## config.mk

```make
export PLATFORM = sky130hd
export DESIGN_NAME = acq_ctrl
export DESIGN_NICKNAME = d
export VERILOG_FILES = /design/src/rtl/acq_pkg.sv /design/src/rtl/acq_tick_gen.sv /design/src/rtl/acq_shifter.sv /design/src/rtl/acq_sample_fmt.sv /design/src/rtl/acq_ctrl.sv
export SDC_FILE = /design/constraint.sdc
export NUM_CORES = 1
export LEC_CHECK = 0
export BUFFER_PORTS_ARGS = -buffer_cell sky130_fd_sc_hd__buf_2
export CAP_MARGIN = 10
export CORE_UTILIZATION = 55
export DETAILED_ROUTE_END_ITERATION = 8
export GPL_ROUTABILITY_DRIVEN = 0
export PLACE_DENSITY = 0.79
export SLEW_MARGIN = 0
export SYNTH_ARGS = -nofsm -noshare
export SYNTH_HDL_FRONTEND = slang
export SYNTH_SLANG_ARGS = --single-unit
```

## constraint.sdc

```tcl
create_clock -name clk -period 4.9 [get_ports clk]
set_clock_uncertainty 0.2 [all_clocks]
set_input_delay 0.245 -clock clk [delete_from_list [all_inputs] [get_ports clk]]
set_output_delay 0.245 -clock clk [all_outputs]
set_load 0.01 [all_outputs]
```

## src/rtl/acq_pkg.sv

```systemverilog
`timescale 1ns/1ps
package acq_pkg;

    typedef enum logic [2:0] {
        S_GAP,
        S_SETUP,
        S_WAIT,
        S_SHIFT,
        S_HOLD
    } seq_state_e;

    typedef enum logic [1:0] {
        K_SYNC,
        K_CFG,
        K_READ
    } frame_kind_e;

    localparam int unsigned SYNC_BITS    = 64;
    localparam int unsigned CFG_BITS     = 24;
    localparam int unsigned CMD_BITS     = 8;
    localparam int unsigned SAMPLE_BITS  = 24;
    localparam int unsigned STATUS_BITS  = 8;
    localparam int unsigned WORD_BITS    = SAMPLE_BITS + STATUS_BITS;
    localparam int unsigned READ_BITS    = CMD_BITS + WORD_BITS;
    localparam int unsigned OUT_BITS     = 32;
    localparam logic [CMD_BITS-1:0] READ_CMD = 8'h44;

endpackage

```

## src/rtl/acq_tick_gen.sv

```systemverilog
`timescale 1ns/1ps
module acq_tick_gen #(
    parameter int unsigned HALF_DIV = 4
) (
    input  logic clk,
    input  logic rst_n,
    output logic tick
);
    localparam int unsigned CW = (HALF_DIV > 1) ? $clog2(HALF_DIV) : 1;
    localparam logic [CW-1:0] LAST = CW'(HALF_DIV - 1);

    logic [CW-1:0] cnt_d, cnt_q;

    always_comb begin
        tick  = (cnt_q == LAST);
        cnt_d = tick ? '0 : cnt_q + 1'b1;
    end

    always_ff @(posedge clk or negedge rst_n) begin
        if (!rst_n) cnt_q <= '0;
        else        cnt_q <= cnt_d;
    end
endmodule

```

## src/rtl/acq_shifter.sv

```systemverilog
`timescale 1ns/1ps
module acq_shifter #(
    parameter int unsigned MAX_BITS = 64,
    parameter int unsigned RX_W     = 32
) (
    input  logic                          clk,
    input  logic                          rst_n,
    input  logic                          tick,
    input  logic                          start,
    input  logic [$clog2(MAX_BITS+1)-1:0] nbits,
    input  logic [MAX_BITS-1:0]           tx_word,
    input  logic                          miso,
    output logic                          sclk,
    output logic                          mosi,
    output logic                          done,
    output logic [RX_W-1:0]               rx_word
);
    localparam int unsigned CNT_W = $clog2(MAX_BITS + 1);

    typedef struct packed {
        logic                active;
        logic                sclk;
        logic                mosi;
        logic                done;
        logic [CNT_W-1:0]    cnt;
        logic [MAX_BITS-1:0] tx;
        logic [RX_W-1:0]     rx;
    } shf_t;

    shf_t sh_d, sh_q;

    always_comb begin
        sh_d      = sh_q;
        sh_d.done = 1'b0;
        if (start) begin
            sh_d.active = 1'b1;
            sh_d.cnt    = nbits;
            sh_d.tx     = tx_word;
            sh_d.sclk   = 1'b1;
        end else if (tick) begin
            if (sh_q.active) begin
                if (sh_q.sclk) begin
                    // falling edge: present the next outgoing bit
                    sh_d.sclk = 1'b0;
                    sh_d.mosi = sh_q.tx[MAX_BITS-1];
                    sh_d.tx   = sh_q.tx << 1;
                end else begin
                    // rising edge: capture the incoming bit
                    sh_d.sclk = 1'b1;
                    sh_d.rx   = {sh_q.rx[RX_W-2:0], miso};
                    sh_d.cnt  = sh_q.cnt - 1'b1;
                    if (sh_q.cnt == CNT_W'(1)) begin
                        sh_d.active = 1'b0;
                        sh_d.done   = 1'b1;
                    end
                end
            end else begin
                sh_d.mosi = 1'b1;
            end
        end
    end

    always_ff @(posedge clk or negedge rst_n) begin
        if (!rst_n) begin
            sh_q      <= '0;
            sh_q.sclk <= 1'b1;
            sh_q.mosi <= 1'b1;
        end else begin
            sh_q <= sh_d;
        end
    end

    assign sclk    = sh_q.sclk;
    assign mosi    = sh_q.mosi;
    assign done    = sh_q.done;
    assign rx_word = sh_q.rx;

    // a frame never ends while no clocking is in progress
    assert_done_after_rise_R5: assert property (@(posedge clk) disable iff (!rst_n)
        done |-> sclk);
endmodule

```

## src/rtl/acq_sample_fmt.sv

```systemverilog
`timescale 1ns/1ps
module acq_sample_fmt #(
    parameter int unsigned IN_W  = 24,
    parameter int unsigned OUT_W = 32
) (
    input  logic [IN_W-1:0]  raw,
    output logic [OUT_W-1:0] value
);
    localparam int unsigned EXT_W = OUT_W - IN_W;

    logic top_bit;

    always_comb begin
        top_bit = ~raw[IN_W-1];
        value   = {{EXT_W{top_bit}}, top_bit, raw[IN_W-2:0]};
    end
endmodule

```

## src/rtl/acq_ctrl.sv

```systemverilog
`timescale 1ns/1ps
module acq_ctrl
    import acq_pkg::*;
#(
    parameter int unsigned HALF_DIV  = 4,
    parameter int unsigned CFG_NUM   = 3,
    parameter logic [CFG_NUM*CFG_BITS-1:0] CFG_WORDS = {24'h28_0207, 24'h20_1F20, 24'h01_A00C},
    parameter logic [STATUS_BITS-1:0] STATUS_ERR_MASK = 8'h40,
    parameter int unsigned ERR_LIMIT = 16,
    parameter int unsigned ERR_W     = 16
) (
    input  logic             clk,
    input  logic             rst_n,
    output logic             spi_sclk,
    output logic             spi_cs_n,
    output logic             spi_mosi,
    input  logic             spi_miso,
    output logic [31:0]      sample_data,
    output logic             sample_valid,
    output logic [ERR_W-1:0] err_total,
    output logic             reinit_busy
);
    localparam int unsigned MAX_BITS = SYNC_BITS;
    localparam int unsigned CNT_W    = $clog2(MAX_BITS + 1);
    localparam int unsigned RUN_W    = $clog2(ERR_LIMIT + 1);
    localparam int unsigned IDX_W    = (CFG_NUM > 1) ? $clog2(CFG_NUM) : 1;
    localparam logic [IDX_W-1:0] LAST_IDX = IDX_W'(CFG_NUM - 1);
    localparam logic [RUN_W-1:0] RUN_MAX  = RUN_W'(ERR_LIMIT);

    typedef struct packed {
        seq_state_e          state;
        frame_kind_e         kind;
        logic [IDX_W-1:0]    idx;
        logic                tcnt;
        logic                cs_n;
        logic                busy;
        logic [RUN_W-1:0]    run;
        logic [ERR_W-1:0]    errs;
        logic                valid;
        logic [OUT_BITS-1:0] data;
        logic                start;
        logic [CNT_W-1:0]    nbits;
        logic [MAX_BITS-1:0] tx;
        logic                meta;
        logic                sync;
        logic                prev;
        logic                rdy_pend;
    } ctl_t;

    ctl_t c_d, c_q;

    logic                tick;
    logic                sh_done;
    logic [WORD_BITS-1:0] sh_rx;
    logic [OUT_BITS-1:0] fmt_value;
    logic                rdy_fall;
    logic                smp_err;

    acq_tick_gen #(.HALF_DIV(HALF_DIV)) i_tick (
        .clk   (clk),
        .rst_n (rst_n),
        .tick  (tick)
    );

    acq_shifter #(.MAX_BITS(MAX_BITS), .RX_W(WORD_BITS)) i_shift (
        .clk     (clk),
        .rst_n   (rst_n),
        .tick    (tick),
        .start   (c_q.start),
        .nbits   (c_q.nbits),
        .tx_word (c_q.tx),
        .miso    (spi_miso),
        .sclk    (spi_sclk),
        .mosi    (spi_mosi),
        .done    (sh_done),
        .rx_word (sh_rx)
    );

    acq_sample_fmt #(.IN_W(SAMPLE_BITS), .OUT_W(OUT_BITS)) i_fmt (
        .raw   (sh_rx[WORD_BITS-1 -: SAMPLE_BITS]),
        .value (fmt_value)
    );

    always_comb begin
        c_d       = c_q;
        c_d.valid = 1'b0;
        c_d.start = 1'b0;
        c_d.meta  = spi_miso;
        c_d.sync  = c_q.meta;
        c_d.prev  = c_q.sync;
        rdy_fall  = c_q.prev & ~c_q.sync;
        smp_err   = |(sh_rx[STATUS_BITS-1:0] & STATUS_ERR_MASK);

        unique case (c_q.state)
            S_GAP: begin
                if (tick) begin
                    if (c_q.tcnt) begin
                        c_d.tcnt     = 1'b0;
                        c_d.cs_n     = 1'b0;
                        c_d.rdy_pend = 1'b0;
                        c_d.state    = S_SETUP;
                    end else begin
                        c_d.tcnt = 1'b1;
                    end
                end
            end
            S_SETUP: begin
                if (rdy_fall) c_d.rdy_pend = 1'b1;
                if (tick) begin
                    if (c_q.tcnt) begin
                        c_d.tcnt = 1'b0;
                        if (c_q.kind == K_READ) begin
                            c_d.state = S_WAIT;
                        end else begin
                            c_d.state = S_SHIFT;
                            c_d.start = 1'b1;
                            if (c_q.kind == K_SYNC) begin
                                c_d.nbits = CNT_W'(SYNC_BITS);
                                c_d.tx    = '1;
                            end else begin
                                c_d.nbits = CNT_W'(CFG_BITS);
                                c_d.tx    = {CFG_WORDS[int'(c_q.idx)*CFG_BITS +: CFG_BITS],
                                             {(MAX_BITS-CFG_BITS){1'b1}}};
                            end
                        end
                    end else begin
                        c_d.tcnt = 1'b1;
                    end
                end
            end
            S_WAIT: begin
                if (rdy_fall || c_q.rdy_pend) begin
                    c_d.rdy_pend = 1'b0;
                    c_d.state    = S_SHIFT;
                    c_d.start    = 1'b1;
                    c_d.nbits    = CNT_W'(READ_BITS);
                    c_d.tx       = {READ_CMD, {(MAX_BITS-CMD_BITS){1'b1}}};
                end
            end
            S_SHIFT: begin
                if (sh_done) begin
                    c_d.state = S_HOLD;
                    c_d.tcnt  = 1'b0;
                    if (c_q.kind == K_READ) begin
                        c_d.valid = 1'b1;
                        c_d.data  = fmt_value;
                        if (smp_err) begin
                            if (c_q.errs != '1) c_d.errs = c_q.errs + 1'b1;
                            if (c_q.run < RUN_MAX) c_d.run = c_q.run + 1'b1;
                        end else begin
                            c_d.run = '0;
                        end
                    end
                end
            end
            S_HOLD: begin
                if (tick) begin
                    if (c_q.tcnt) begin
                        c_d.tcnt  = 1'b0;
                        c_d.cs_n  = 1'b1;
                        c_d.state = S_GAP;
                        unique case (c_q.kind)
                            K_SYNC: begin
                                c_d.kind = K_CFG;
                                c_d.idx  = '0;
                            end
                            K_CFG: begin
                                if (c_q.idx == LAST_IDX) begin
                                    c_d.kind = K_READ;
                                    c_d.busy = 1'b0;
                                end else begin
                                    c_d.idx = c_q.idx + 1'b1;
                                end
                            end
                            default: begin
                                if (c_q.run >= RUN_MAX) begin
                                    c_d.kind = K_SYNC;
                                    c_d.busy = 1'b1;
                                    c_d.run  = '0;
                                end
                            end
                        endcase
                    end else begin
                        c_d.tcnt = 1'b1;
                    end
                end
            end
            default: c_d.state = S_GAP;
        endcase
    end

    always_ff @(posedge clk or negedge rst_n) begin
        if (!rst_n) begin
            c_q       <= '0;
            c_q.state <= S_GAP;
            c_q.kind  <= K_SYNC;
            c_q.cs_n  <= 1'b1;
            c_q.busy  <= 1'b1;
            c_q.meta  <= 1'b1;
            c_q.sync  <= 1'b1;
            c_q.prev  <= 1'b1;
        end else begin
            c_q <= c_d;
        end
    end

    assign spi_cs_n     = c_q.cs_n;
    assign sample_data  = c_q.data;
    assign sample_valid = c_q.valid;
    assign err_total    = c_q.errs;
    assign reinit_busy  = c_q.busy;

    assert_sclk_idle_R2: assert property (@(posedge clk) disable iff (!rst_n)
        spi_cs_n |-> spi_sclk);
    assert_mosi_idle_R2: assert property (@(posedge clk) disable iff (!rst_n)
        spi_cs_n |-> spi_mosi);
    assert_valid_pulse_R6: assert property (@(posedge clk) disable iff (!rst_n)
        sample_valid |=> !sample_valid);
    assert_err_hold_R9: assert property (@(posedge clk) disable iff (!rst_n)
        !sample_valid |-> $stable(err_total));
    assert_err_saturate_R9: assert property (@(posedge clk) disable iff (!rst_n)
        (err_total == {ERR_W{1'b1}}) |=> (err_total == {ERR_W{1'b1}}));
    assert_no_read_busy_R10: assert property (@(posedge clk) disable iff (!rst_n)
        sample_valid |-> !reinit_busy);
endmodule

```

==> insert_results.sql, run 1 <==
INSERT INTO impl_metrics (metric_group, metric, value, unit) VALUES
('grt', 'grt_pass1_vias', '5349', ''),
('worst_hold_path', 'hold_path.startpoint', 'c_d[2]', ''),
('power', 'p_per_area', '335', 'nW/um^2'),
('placed_design', 'port_buffers', '55', ''),
('logic_synthesis', 'ys_types', '54', ''),
('grt', 'gr-usage-all-layers', '22.1', '%'),
('clock_network', 'worst_setup_hold_path_clk_slew', '0.07', 'ns'),
('logic_synthesis', 'synth.ff_latch_count', '184', ''),
('grt', 'grt_antenna_before_repair', '0', ''),
('run_status', 'outcome', 'finished clean', ''),
('logic_synthesis', 'ys_warn_count', '0', ''),
('drt', 'drt_wl_total', '15300', 'um'),
('logic_synthesis', 'netlist.top_cell.by_area', 'sky130_fd_sc_hd__dfrtp_1', ''),
('die', 'fp.dieH', '123', 'um'),
('clock_network', 'post_cts_hold_buffer_count', '2', ''),
('sta', 'maxClockFrequency', '328', 'MHz'),
('drt', 'detail_route.drc_violations', '0', ''),
('critical_path', 'worstSetupEndpointType', 'flop', ''),
('critical_path', 'reg2reg_slack', '1.86', 'ns'),
('logic_synthesis', 'synth.cells.most_frequent', '177 x sky130_fd_sc_hd__dfrtp_1, 122 x sky130_fd_sc_hd__nand2_1, 56 x sky130_fd_sc_hd__mux2_2', ''),
('sta', 'post-route-period-util', '62.1', '%'),
('clock_network', 'post_cts_buffers', '0', ''),
('sta', 'timing_max_transition_violations_final', '0', ''),
('finish', 'n_antenna_cell', '0', ''),
('clock_network', 'worst_skew_pair.late_latency', '0.44', 'ns'),
('drt', 'detailedRoute.firstIterationViolations', '344', ''),
('clock_network', 'tritoncts_clock_tree', 'done', ''),
('logic_synthesis', 'synth_largest_type_area_fraction', '55.2', '%'),
('sta', 'worstMarginPinSlew', '0.777', 'ns'),
('clock_network', 'cts_root_buffer', 'sky130_fd_sc_hd__clkbuf_16', ''),
('drt', 'ant_nets', '0', ''),
('finish', 'nNetsFinal', '737', ''),
('power', 'ir_worst_vdd', '0.000250', 'V'),
('die', 'core-area', '14000', 'um^2'),
('sta', 'final_period_minus_worst_setup_slack', '3.04', 'ns'),
('critical_path', 'required', '5.01', 'ns'),
('critical_path', 'critical_path.reg2reg.startpoint', 'c_q[75]', ''),
('sta', 'report.final.hold_viol_count', '0', ''),
('sta', 'setup_repair_after_global_routing_missed_its_margin', 'no', ''),
('finish', 'drive_gt1_share', '22.6', '%'),
('sta', 'worst_slew_margin_rel', '48.1', '%'),
('run', 'timing.max_cap.violations', '0', ''),
('grt', 'globalRoute.totalOverflow', '0', ''),
('grt', 'pin_count_of_the_biggest_net_entering_global_routing', '82', ''),
('logic_synthesis', 'asyncSetResetFlopFracSynth', '100', '%'),
('clock_network', 'cts_buffer_depth', '2', ''),
('logic_synthesis', 'synth_top_flop_cell', 'sky130_fd_sc_hd__dfrtp_1', ''),
('logic_synthesis', 'synthCells', '728', ''),
('critical_path', 'crit_type', 'flop to flop', ''),
('finish', 'synthToLayoutAreaGrowth', '8.16', '%'),
('finish', 'layout_filler_cell_count', '1047', ''),
('die', 'floorplan.io_pins', '56', ''),
('worst_hold_path', 'hold_wc_path_type', 'flop to flop', ''),
('logic_synthesis', 'synth-seq-area-share', '57.5', '%'),
('drt', 'drtPass1Iterations', '5', ''),
('critical_path', 'timing.reg2reg.worst_path_depth', '4', ''),
('drt', 'wl_per_cell', '16.6', 'um'),
('die', 'die_width', '123', 'um'),
('die', 'rows', '43', ''),
('clock_network', 'post_cts_resize_count', '0', ''),
('critical_path', 'critical_path.reg2reg.endpoint', 'i_shift.sh_q[51]', ''),
('placed_design', 'detailedPlacementHpwl', '9690', 'um'),
('critical_path', 'start_kind', 'flop', ''),
('die', 'dieArea', '15100', 'um^2'),
('sta', 'report.final.setup_viol', '0', ''),
('sta', 'timing.setup.tns', '0', 'ns'),
('clock_network', 'cts.sink_count', '184', ''),
('critical_path', 'timing.critical_path.fanout_max', '48', ''),
('clock_network', 'numCtsBuffers', '17', ''),
('logic_synthesis', 'synthMostInstantiatedCell', 'sky130_fd_sc_hd__dfrtp_1', ''),
('logic_synthesis', 'post_synth.cell_area_avg', '11.0', 'um^2');
==> per-layer routing <==
layer  wire length (um)  global-route usage (%)  share of wire (%)
met4                284                    9.15                1.9
met3                497                    4.32                3.3
met1               6730                    28.6                 44
met5                  0                       0                  0
met2               7770                    36.5                 51
==> report_power, final <==
part | switching [W] | internal (W) | total, W
clock network | 0.000631 | 0.000721 | 0.00135
logic | 0.0000288 | 0.00000451 | 0.0000333
registers | 0.00000116 | 0.00152 | 0.00152
==> per-stage QoR <==
stage | setup WS (ns) | hold WS [ns] | total power, W | util, % | instance area [um^2]
final | 1.86 | 0.159 | 0.00291 | 61.8 | 8680
after global routing | 1.59 | 0.165 | 0.00300 | 61.8 | 8680
after CTS | 1.88 | 0.162 | 0.00293 | 61.7 | 8660
after detailed placement | 1.93 | 0.133 | 0.00159 | 57.4 | 8060
after global placement | 2.00 | 0.121 | 0.00159 | 57.4 | 8060
after floorplan | 2.85 | -0.251 | 0.00155 | - | 8020
==> layout make-up <==
class                   count  area (um^2)  share of cell area [%]
multi-input cells         444         2840                    32.7
clock buffers              17          425                    4.90
well taps                 180          225                    2.60
flip-flops and latches    184         4610                    53.2
clock inverters            15          156                    1.80
repair buffers             66          373                    4.30
inverters                  12         45.0                   0.519
==> kinds of logic (layout without fill, tap and decap cells) <==
kind of cell	Yosys count	after routing	synth area share [%]
AOI/OAI and AO/OA	131	131	10.7
xor gates and xnor gates	18	18	1.97
adders and majority gates	9	9	1.40
buffers and inverters	100	110	7.18
DFF	184	184	57.5
muxes	58	58	8.11
and+or+nand+nor	228	228	13.1
==> state kept, by name (all words and copies together) (netlist names) <==
signal	cells
i_shift.done	1
sample_data	24
i_shift.sh_q	72
i_tick.cnt_q	2
c_d	2
spi_cs_n	1
err_total	16
i_shift.sclk	1
i_shift.mosi	1
c_q	30
i_shift.rx_word	32
reinit_busy	1
sample_valid	1
==> critical path, stage by stage, from the launching register on <==
cell	delay (ns)
sky130_fd_sc_hd__dfrtp_1	0.85
sky130_fd_sc_hd__inv_2	0.53
sky130_fd_sc_hd__and3_1	0.43
sky130_fd_sc_hd__and2_1	0.44
sky130_fd_sc_hd__a221o_1	0.46
==> how the worst max path moves through the flow <==
stage	slack, ns	from	to
final	1.86	c_q[75]	i_shift.sh_q[51]
after CTS	1.88	c_q[75]	i_shift.sh_q[51]
after global placement	2.00	c_q[75]	i_shift.sh_q[48]
after floorplan	2.85	c_q[138]	c_q[128]
after global routing	1.59	c_q[75]	i_shift.sh_q[84]
after detailed placement	1.93	c_q[75]	i_shift.sh_q[48]
==> layout by cell type (no fill, tap or decap), types with 5 or more instances in the layout <==
cell / synthesis / final
sky130_fd_sc_hd__clkbuf_16: 0 / 17
sky130_fd_sc_hd__inv_1: 11 / 11
sky130_fd_sc_hd__nand2_1: 122 / 122
sky130_fd_sc_hd__nor2b_1: 6 / 6
sky130_fd_sc_hd__nor2_1: 32 / 30
sky130_fd_sc_hd__xor2_1: 5 / 5
sky130_fd_sc_hd__nor3_1: 6 / 6
sky130_fd_sc_hd__mux2_2: 56 / 56
sky130_fd_sc_hd__buf_4: 49 / 8
sky130_fd_sc_hd__and3_1: 9 / 9
sky130_fd_sc_hd__dfstp_2: 7 / 7
sky130_fd_sc_hd__nand3_1: 18 / 18
sky130_fd_sc_hd__buf_2: 7 / 54
sky130_fd_sc_hd__a22oi_1: 6 / 6
sky130_fd_sc_hd__and2_1: 6 / 6
sky130_fd_sc_hd__a221o_1: 12 / 12
sky130_fd_sc_hd__inv_6: 0 / 5
sky130_fd_sc_hd__a21oi_1: 22 / 22
sky130_fd_sc_hd__dfrtp_1: 177 / 177
sky130_fd_sc_hd__o21ai_0: 31 / 31
sky130_fd_sc_hd__nand4_1: 7 / 7
sky130_fd_sc_hd__nand2b_1: 5 / 5
sky130_fd_sc_hd__ha_1: 9 / 9
sky130_fd_sc_hd__clkinvlp_4: 0 / 5
sky130_fd_sc_hd__a31oi_1: 38 / 38
sky130_fd_sc_hd__xnor2_1: 13 / 13
(Power assumes the default switching activity.)
==> inputs of run 2 (changes only) <==
- CORE_UTILIZATION: 55 -> 54
- PLACE_DENSITY: 0.79 -> 0.8
- clock period: 4.9 -> 2.74 ns (I/O delays scaled with it)
==> insert_results.sql, run 2 (synthesized netlist as in run 1, its figures left out) <==
INSERT INTO impl_metrics (metric_group, metric, value, unit) VALUES
('critical_path', 'cpPeakStageDelay', '0.58', 'ns'),
('die', 'core-area', '14500', 'um^2'),
('finish', 'largest_register_ff_count', '72', ''),
('critical_path', 'critical_path.reg2reg.startpoint', 'c_q[138]', ''),
('finish', 'mostFrequentLayoutCells', '177 x sky130_fd_sc_hd__dfrtp_1, 122 x sky130_fd_sc_hd__nand2_1, 56 x sky130_fd_sc_hd__mux2_2', ''),
('clock_network', 'numCtsBuffers', '17', ''),
('finish', 'top_register', 'i_shift.sh_q', ''),
('finish', 'n_antenna_cell', '0', ''),
('placed_design', 'dpl-instance-area', '8120', 'um^2'),
('sta', 'worst_slew_margin_rel', '61.6', '%'),
('finish', 'leading_cell_type_in_the_layout_fill_and_taps_excluded', 'sky130_fd_sc_hd__dfrtp_1', ''),
('die', 'floorplan.io_pins', '56', ''),
('sta', 'final.setup.worst_slack', '0.466', 'ns'),
('clock_network', 'cts_buffer_depth', '2', ''),
('run_status', 'outcome', 'finished clean', ''),
('critical_path', 'cp.arrival', '2.40', 'ns'),
('grt', 'grt_pass1_wl', '25100', 'um'),
('finish', 'nNetsFinal', '743', ''),
('critical_path', 'worstSetupEndpointType', 'flop', ''),
('finish', 'drive_gt1_share', '23.3', '%'),
('critical_path', 'start_kind', 'flop', ''),
('critical_path', 'critical_path.reg2reg.endpoint', 'err_total[1]', ''),
('sta', 'timing.setup.tns', '0', 'ns'),
('critical_path', 'crit_type', 'flop to flop', ''),
('drt', 'ant_nets', '0', ''),
('sta', 'post-route-period-util', '83.0', '%'),
('power', 'ir_worst_vdd', '0.000446', 'V'),
('critical_path', 'timing.reg2reg.worst_path_depth', '4', ''),
('clock_network', 'worst_setup_hold_path_clk_slew', '0.08', 'ns'),
('grt', 'globalRoute.totalOverflow', '0', ''),
('critical_path', 'timing.critical_path.fanout_max', '12', ''),
('placed_design', 'detailedPlace.worstSlack', '0.512', 'ns'),
('clock_network', 'post_cts_buffers', '0', ''),
('drt', 'detail_route.vias_per_cell', '5.72', ''),
('drt', 'detailedRoute.firstIterationViolations', '411', ''),
('finish', 'synthToLayoutAreaGrowth', '8.69', '%'),
('grt', 'gr-usage-all-layers', '21.2', '%'),
('clock_network', 'worst_skew_pair.late_latency', '0.44', 'ns'),
('drt', 'drtPass1Iterations', '5', ''),
('sta', 'report.final.hold_viol_count', '0', ''),
('power', 'p_per_area', '592', 'nW/um^2'),
('finish', 'layout_filler_cell_count', '1153', ''),
('sta', 'timing_max_transition_violations_final', '0', ''),
('critical_path', 'critical_path.slowest_cell', 'sky130_fd_sc_hd__dfrtp_1', ''),
('run', 'timing.max_cap.violations', '0', ''),
('sta', 'setup_repair_after_global_routing_missed_its_margin', 'no', ''),
('die', 'fp.dieH', '124', 'um'),
('clock_network', 'cts_max_level', '4', ''),
('power', 'leakage', '4.07', 'nW'),
('clock_network', 'tritoncts_clock_tree', 'done', ''),
('placed_design', 'port_buffers', '55', ''),
('critical_path', 'required', '2.87', 'ns'),
('critical_path', 'reg2reg_slack', '0.47', 'ns'),
('critical_path', 'crit_family', 'simple AND/OR/NAND/NOR gates', ''),
('worst_hold_path', 'hold_wc_path_type', 'input port to asynchronous set/reset pin', ''),
('sta', 'maxClockFrequency', '440', 'MHz'),
('die', 'die_width', '124', 'um'),
('drt', 'wl_per_cell', '16.4', 'um'),
('placed_design', 'detailedPlacementHpwl', '9840', 'um'),
('sta', 'report.final.setup_viol', '0', ''),
('sta', 'worstMarginPinSlew', '0.576', 'ns'),
('sta', 'final_period_minus_worst_setup_slack', '2.27', 'ns'),
('finish', 'multiInputGateArea', '2840', 'um^2'),
('die', 'initial_utilization', '55.2', '%'),
('die', 'dieArea', '15300', 'um^2'),
('grt', 'grt_antenna_before_repair', '0', ''),
('critical_path', 'critPathBufInv', '0', ''),
('finish', 'final_area', '8720', 'um^2'),
('clock_network', 'cts.sink_count', '184', ''),
('drt', 'drt_wl_total', '15200', 'um'),
('clock_network', 'cts_root_buffer', 'sky130_fd_sc_hd__clkbuf_16', ''),
('critical_path', 'timing.critical_path.cells', 'nand4b_2, or2_1, a31oi_1, mux2_2', ''),
('drt', 'detail_route.drc_violations', '0', ''),
('grt', 'grt_pass1_vias', '5253', ''),
('finish', 'seq_area', '4610', 'um^2'),
('die', 'rows', '44', ''),
('grt', 'pin_count_of_the_biggest_net_entering_global_routing', '62', ''),
('drt', 'vias', '5311', '');
## run 2: worst max path at each step
stage | start | end | slack (ns) | cells after the start
2_1_floorplan | c_q[138] | c_q[128] | 0.69 | 7
3_3_place_gp | i_tick.cnt_q[0] | c_q[128] | 0.58 | 5
3_5_place_dp | c_q[137] | err_total[1] | 0.51 | 4
4_1_cts | c_q[138] | err_total[1] | 0.49 | 4
5_1_grt | i_tick.cnt_q[0] | c_q[46] | 0.28 | 6
6_report | c_q[138] | err_total[1] | 0.47 | 4
## run 2: routing by layer
layer,GRT usage [%],vias up,part of all wire (%)
li1,-,2494,-
met1,26.7,2640,44
met2,35.5,158,50
met3,5.68,19,4.8
met4,7.00,0,1.5
met5,0,-,0
## run 2: final cells by class
| type | instances | area share (%) |
|---|---|---|
| inverter | 12 | 0.517 |
| clock buffer | 17 | 4.88 |
| tap | 184 | 2.64 |
| sequential | 184 | 52.9 |
| timing repair buffer | 72 | 4.75 |
| multi-input combinational | 444 | 32.5 |
| clock inverter | 15 | 1.75 |
## run 2: power by group
group | switching, W | leakage (nW) | internal [W]
logic | 0.0000530 | 1.67 | 0.00000996
registers | 0.00000210 | 2.12 | 0.00272
clock network | 0.00116 | 0.280 | 0.00122
## run 2: what timing repair did
action,4_1_cts,5_1_grt
gates resized for setup,0,0
endpoints found under the hold margin,59,0
hold buffers,2,0
setup endpoints to repair,0,0
## run 2: worst reg2reg max path, delay by kind of cell, from the launching register on
family             cells  cell delay (ns)
AOI/OAI and AO/OA      1             0.37
muxes                  1             0.39
DFF                    1             0.58
and+or+nand+nor        2             0.64
## run 2: metrics by stage
step	hold slack (ns)	instances	power [W]	utilization, %
final	0.0685	928	0.00516	60.0
after global routing	0.126	928	0.00534	60.0
after CTS	0.0777	928	0.00522	60.0
after detailed placement	-0.0437	894	0.00284	55.9
after global placement	-0.0563	894	0.00284	55.9
after floorplan	-0.359	728	0.00278	-
